$ cat src/rtl/rxw_pkg.sv
package rxw_pkg;
   // which receiver event opens a new idle measurement
   typedef enum logic {
      REF_CHAR_END  = 1'b0,
      REF_START_BIT = 1'b1
   } rxw_ref_e;

   localparam int unsigned RXW_THR_W_MAX  = 32;
   localparam int unsigned RXW_BLEN_W_MAX = 16;
endpackage

$ cat src/rtl/rxw_idle_timer.sv
module rxw_idle_timer #(
   parameter int unsigned THR_W    = 24,
   parameter bit          SET_WINS = 1'b1
) (
   input  logic             clk,
   input  logic             rst_n,
   input  logic             baud_tick,
   input  logic             rx_en,
   input  logic             restart,
   input  logic             suspend,
   input  logic             thr_we,
   input  logic [THR_W-1:0] thr_val,
   input  logic             flag_clr,
   output logic             flag
);
   localparam logic [THR_W-1:0] CNT_MAX = '1;

   if (THR_W < 2 || THR_W > rxw_pkg::RXW_THR_W_MAX) begin : g_bad_thr_w
      $error("rxw_idle_timer: THR_W out of range");
   end

   logic [THR_W-1:0] thr_q;
   logic [THR_W-1:0] cnt_q;
   logic             armed_q;
   logic             hit;

   assign hit = rx_en && armed_q && !restart && !suspend && (cnt_q >= thr_q);

   always_ff @(posedge clk or negedge rst_n) begin
      if (!rst_n)      thr_q <= '0;
      else if (thr_we) thr_q <= thr_val;
   end

   always_ff @(posedge clk or negedge rst_n) begin
      if (!rst_n) begin
         cnt_q   <= '0;
         armed_q <= 1'b0;
      end else if (!rx_en) begin
         cnt_q   <= '0;
         armed_q <= 1'b0;
      end else if (restart) begin
         cnt_q   <= '0;
         armed_q <= 1'b1;
      end else if (suspend) begin
         cnt_q   <= '0;
         armed_q <= 1'b0;
      end else if (hit) begin
         armed_q <= 1'b0;
      end else if (armed_q && baud_tick && cnt_q != CNT_MAX) begin
         cnt_q <= cnt_q + 1'b1;
      end
   end

   if (SET_WINS) begin : g_set_first
      always_ff @(posedge clk or negedge rst_n) begin
         if (!rst_n)        flag <= 1'b0;
         else if (hit)      flag <= 1'b1;
         else if (flag_clr) flag <= 1'b0;
      end
   end else begin : g_clr_first
      always_ff @(posedge clk or negedge rst_n) begin
         if (!rst_n)        flag <= 1'b0;
         else if (flag_clr) flag <= 1'b0;
         else if (hit)      flag <= 1'b1;
      end
   end

   // a disabled receiver leaves no count behind
   a_r7_idle_zero: assert property (@(posedge clk) disable iff (!rst_n)
      !rx_en |=> (cnt_q == '0 && !armed_q));
   // flag is sticky without a clear
   a_r6_flag_sticky: assert property (@(posedge clk) disable iff (!rst_n)
      (flag && !flag_clr) |=> flag);
   // a timeout only rises while the receiver was enabled
   a_r7_rise_enabled: assert property (@(posedge clk) disable iff (!rst_n)
      $rose(flag) |-> $past(rx_en));
   // a suspended measurement holds no count
   a_r3_suspend_clears: assert property (@(posedge clk) disable iff (!rst_n)
      (suspend && !restart) |=> (cnt_q == '0));
endmodule

$ cat src/rtl/rxw_block_counter.sv
module rxw_block_counter #(
   parameter int unsigned BLEN_W = 8
) (
   input  logic              clk,
   input  logic              rst_n,
   input  logic              sc_mode,
   input  logic              rx_en,
   input  logic              tx_empty,
   input  logic              char_done,
   input  logic              blen_we,
   input  logic [BLEN_W-1:0] blen_val,
   input  logic              eob_clr,
   output logic              eob
);
   localparam int unsigned CW = BLEN_W + 1;
   localparam logic [CW-1:0] BCNT_MAX = '1;

   if (BLEN_W < 1 || BLEN_W > rxw_pkg::RXW_BLEN_W_MAX) begin : g_bad_blen_w
      $error("rxw_block_counter: BLEN_W out of range");
   end

   logic [BLEN_W-1:0] blen_q;
   logic [CW-1:0]     bcnt_q;
   logic              cnt_rst;
   logic              last_char;

   assign cnt_rst   = sc_mode ? !tx_empty : (!rx_en || eob_clr);
   assign last_char = char_done && !cnt_rst && (bcnt_q == {1'b0, blen_q});

   always_ff @(posedge clk or negedge rst_n) begin
      if (!rst_n)       blen_q <= '0;
      else if (blen_we) blen_q <= blen_val;
   end

   always_ff @(posedge clk or negedge rst_n) begin
      if (!rst_n)                                bcnt_q <= '0;
      else if (cnt_rst)                          bcnt_q <= '0;
      else if (char_done && bcnt_q != BCNT_MAX)  bcnt_q <= bcnt_q + 1'b1;
   end

   always_ff @(posedge clk or negedge rst_n) begin
      if (!rst_n)         eob <= 1'b0;
      else if (last_char) eob <= 1'b1;
      else if (eob_clr)   eob <= 1'b0;
   end

   // end-of-block flag holds until cleared
   a_r8_eob_sticky: assert property (@(posedge clk) disable iff (!rst_n)
      (eob && !eob_clr) |=> eob);
   // the flag rises only on a received character
   a_r8_eob_on_char: assert property (@(posedge clk) disable iff (!rst_n)
      $rose(eob) |-> $past(char_done));
   // normal-mode reset sources empty the count
   a_r9_norm_reset: assert property (@(posedge clk) disable iff (!rst_n)
      (!sc_mode && (!rx_en || eob_clr)) |=> (bcnt_q == '0));
   // transmit-busy empties the count in smartcard mode
   a_r10_sc_reset: assert property (@(posedge clk) disable iff (!rst_n)
      (sc_mode && !tx_empty) |=> (bcnt_q == '0));
endmodule

$ cat src/rtl/rx_idle_watch.sv
module rx_idle_watch #(
   parameter int unsigned THR_W    = 24,
   parameter int unsigned BLEN_W   = 8,
   parameter bit          SET_WINS = 1'b1
) (
   input  logic              clk,
   input  logic              rst_n,
   input  logic              baud_tick,
   input  logic              rx_en,
   input  logic              sc_mode,
   input  logic              tx_empty,
   input  logic              start_det,
   input  logic              char_done,
   input  logic              thr_we,
   input  logic [THR_W-1:0]  thr_val,
   input  logic              blen_we,
   input  logic [BLEN_W-1:0] blen_val,
   input  logic              to_clr,
   input  logic              eob_clr,
   output logic              to_flag,
   output logic              eob_flag
);
   import rxw_pkg::*;

   rxw_ref_e ref_sel;
   logic     restart;
   logic     suspend;

   assign ref_sel = sc_mode ? REF_START_BIT : REF_CHAR_END;
   assign restart = (ref_sel == REF_START_BIT) ? start_det : char_done;
   assign suspend = (ref_sel == REF_CHAR_END) && start_det;

   rxw_idle_timer #(.THR_W(THR_W), .SET_WINS(SET_WINS)) u_timer (
      .clk       (clk),
      .rst_n     (rst_n),
      .baud_tick (baud_tick),
      .rx_en     (rx_en),
      .restart   (restart),
      .suspend   (suspend),
      .thr_we    (thr_we),
      .thr_val   (thr_val),
      .flag_clr  (to_clr),
      .flag      (to_flag)
   );

   rxw_block_counter #(.BLEN_W(BLEN_W)) u_block (
      .clk       (clk),
      .rst_n     (rst_n),
      .sc_mode   (sc_mode),
      .rx_en     (rx_en),
      .tx_empty  (tx_empty),
      .char_done (char_done),
      .blen_we   (blen_we),
      .blen_val  (blen_val),
      .eob_clr   (eob_clr),
      .eob       (eob_flag)
   );
endmodule

$ cat config.mk
export PLATFORM = sky130hd
export DESIGN_NAME = rx_idle_watch
export DESIGN_NICKNAME = d
export VERILOG_FILES = /design/src/rtl/rxw_pkg.sv /design/src/rtl/rxw_idle_timer.sv /design/src/rtl/rxw_block_counter.sv /design/src/rtl/rx_idle_watch.sv
export SDC_FILE = /design/constraint.sdc
export NUM_CORES = 1
export LEC_CHECK = 0
export BUFFER_PORTS_ARGS = -buffer_cell sky130_fd_sc_hd__buf_2
export CAP_MARGIN = 10
export CORE_MARGIN = 5
export CORE_UTILIZATION = 31
export DETAILED_ROUTE_END_ITERATION = 8
export GPL_ROUTABILITY_DRIVEN = 0
export GPL_TIMING_DRIVEN = 1
export PLACE_DENSITY = 0.46
export SLEW_MARGIN = 10
export SYNTH_ARGS = -nofsm -noshare
export SYNTH_HDL_FRONTEND = slang
export SYNTH_HIERARCHICAL = 1
export SYNTH_SLANG_ARGS = --single-unit
$ cat constraint.sdc
create_clock -name clk -period 2.39 [get_ports clk]
set_input_delay 0.1195 -clock clk [delete_from_list [all_inputs] [get_ports clk]]
set_output_delay 0.1195 -clock clk [all_outputs]
set_load 0.05 [all_outputs]
==> impl_metrics.yaml <==
pwr:
  p_leak_uw: 0.002367
  power_uw: 2819
  vdd.ir_drop.worst_v: 0.0004036
  power_density_mw_per_mm2: 556.1
global_route:
  antenna_found_initial: 0
  gr-usage-all-layers_pct: 13.13
  overflow: 0
  grt_pass1_vias: 3071
  grt_max_degree: 41
  grt_pass1_wl_mm: 15.37
logic_synthesis:
  muxShareOfSynthArea_pct: 3.766
  syn_inst: 394
  synth_seq_area_share_pct: 44.16
  synth_top_family_by_area: "simple AND/OR/NAND/NOR gates"
  synth-edff-count: 0
  synth_xor_area_share_pct: 6.818
  yosys_warnings: 6
  syn-num-nets: 465
  synth_largest_area_cell: "dfrtp_1"
  yosys.area_share.adder_pct: 8.766
  yosysMostFrequentCell: "dfrtp_1"
  synthDistinctLibCells: 50
  syn-cell-area_sq_mm: 0.003854
  ys_ff_latch: 68
  async_flop_share_pct: 100.0
  synth_area_leaders: "dfrtp_1, ha_1, xnor2_1"
  synth_ff_type: "dfrtp_1"
  yosys-top-cells-count: "dfrtp_1, nand2_1, nor2_1"
  synth_area_per_cell_sq_um: 9.781
  synth_top_area_share_pct: 44.16
  synth_compound_area_share_pct: 10.00
  yosys.area_share.simple_pct: 21.62
clock_network:
  clk_pin_slew_worst_paths_ns: 0.05
  numCtsBuffers: 9
  htreeDepth: 3
  cts_tree: "done"
  cts-root-buf: "clkbuf_16"
  clock_sinks: 68
  cts.path.max_buffers: 2
  insertion_delay_ns: 0.33
timing:
  slew_headroom_pct: 52.23
  tightest_slew_ns: 0.7165
  slew_viol_final: 0
  rsz0062_at_grt: "true"
  max_freq_mhz: 429.1
  worst_clock_skew_ns: 0.008768
  hold-worst-slack_ns: 0.004337
  period_minus_slack_ns: 2.331
  setup_slack_ns: 0.05930
  setup_violations: 0
  finalCritPeriodShare_pct: 97.52
  finalHoldViolCount: 0
route:
  wirelength_mm: 8.914
  initialDrtViolationCount: 134
  wl_per_cell_um: 13.44
  drc: 0
  route.layer.met1.wl_mm: 4.356
  top_layer_used: "met4"
  wl_met2_mm: 4.040
  ant_nets: 0
  vias: 2981
  route.met3.wl_um: 374
  vias_per_cell: 4.496
  drtPass1Iterations: 4
final_layout:
  insertedDiodeCount: 0
  design_area_sq_mm: 0.005069
  n_fill_cell: 1251
  drive_gt1_share_pct: 27.27
  area_growth_pct: 31.53
  nets: 562
  fin_cells: 663
job:
  drv_cap: 0
critical_path:
  crit_type: "reg -> reg"
  critPathRequiredTime_ns: 2.60
  end_kind: "flip-flop"
  startpoint_type: "flip-flop"
  crit_fanout: 5
  arrival_ns: 2.54
die:
  die_x_um: 121.5
  die_y_um: 121.5
  rows: 40
  ios: 46
  dieArea_sq_mm: 0.01476
  start_util_pct: 31.82
  core_sq_mm: 0.01211
placed_design:
  dpl-instance-area_sq_mm: 0.004499
  numPortBuffers: 45
  dpl.cell_count: 626
  pre_cts_ws_ns: -0.1195
  dp_hpwl_mm: 6.719
worst_hold_path:
  hp-class: "in -> reg"
outcome:
  status: "completed"
## cells by family (layout without fill, tap and decap cells)
kind of cell,after synthesis,after routing
AO/OA/AOI/OAI,60,60
buffers and inverters,44,145
flip-flops,68,68
multiplexers,13,13
adder cells (fa/ha/maj),27,27
AND/OR/NAND/NOR,152,152
XOR/XNOR,30,30
## cells in the final DEF (no fill, tap or decap), types with 2 or more instances in the layout
cell and count:
xor2_1 9, a21oi_2 2, nand2b_1 2, dfrtp_1 68
clkbuf_1 3, nand3_1 11, nand2_1 46, nor3_4 2
buf_2 45, nor3_2 10, o21ai_1 4, and3_2 2
nor4_4 2, nor2b_1 4, a21oi_1 13, and3_1 6
a31o_1 2, mux2_2 8, buf_4 33, inv_1 30
xnor2_1 21, clkbuf_16 9, ha_1 27, dlygate4sd3_1 17
buf_12 4, mux2i_1 4, nand4_1 11, nor3b_1 3
o21a_1 2, or2b_1 2, nor3_1 3, nor4_2 2
o21ai_0 25, nor2_1 38
## flip-flops by register name, summed over array words and instances, names as in the netlist
| signal | cells |
|---|---|
| u_timer/thr_q | 24 |
| u_block/bcnt_q | 9 |
| u_timer/cnt_q | 24 |
| u_timer/armed_q | 1 |
| u_block/eob | 1 |
| u_block/blen_q | 8 |
| u_timer/flag | 1 |
## metrics by stage
stage          TNS (ns)  utilization [%]
3_3_place_gp    -0.1656            37.15
2_1_floorplan         0                -
5_1_grt         -0.2522            41.85
6_report              0            41.85
3_5_place_dp    -0.2300            37.15
4_1_cts        -0.04440            41.16
## critical path, cell delays in order, from the launching register on
cell and delay (ns):
dfrtp_1 0.38, inv_1 0.06, ha_1 0.27, nand2b_4 0.14, a211oi_2 0.22, o221ai_2 0.13, a211o_4 0.39, nor3_4 0.30
a31oi_1 0.12, a41o_1 0.22
## cell type report
cell class,instances,area [sq um],area share (%)
Inverter,30,112.6,2.222
Clock buffer,13,250.2,4.937
Timing Repair Buffer,100,734.5,14.49
Tap cell,168,210.2,4.147
Sequential cell,68,1702,33.57
Clock inverter,2,35.03,0.6912
Multi-Input combinational cell,282,2024,39.94
## metal layers
metal  track usage [%]  up-vias
met4             4.132        0
met2             20.17       47
met1             17.84     1379
met3             3.730       13
met5                 0        -
li1                  -     1542
## power by group
| part | internal, uW | total [uW] | switching, uW |
|---|---|---|---|
| combinational | 139 | 300 | 161 |
| clock | 829 | 1290 | 459 |
| sequential | 1210 | 1230 | 24.8 |
| total | 2170 | 2820 | 644 |
## final timing paths
path	endpoint	cells after the start	from	slack, ns
max	u_timer/cnt_q[19]	9	u_timer/cnt_q[0]	0.06
min in group asynchronous	u_timer/thr_q[13]	2	rst_n	0.38
min reg2reg	u_timer/flag	2	u_timer/flag	0.51
max reg2reg	u_timer/cnt_q[19]	9	u_timer/cnt_q[0]	0.06
max in group asynchronous	u_block/blen_q[2]	3	rst_n	1.34
min	u_timer/thr_q[8]	3	thr_val[8]	0.004
## what timing repair did
item                                    in CTS  in global routing
hold endpoints to repair                    44                  0
hold buffers                                17                  0
buffers inserted                             0                  5
gates resized for setup                      5                  8
pin swaps                                    2                  8
endpoints found under the setup margin       6                 24
Power figures use the tool's default switching activity.
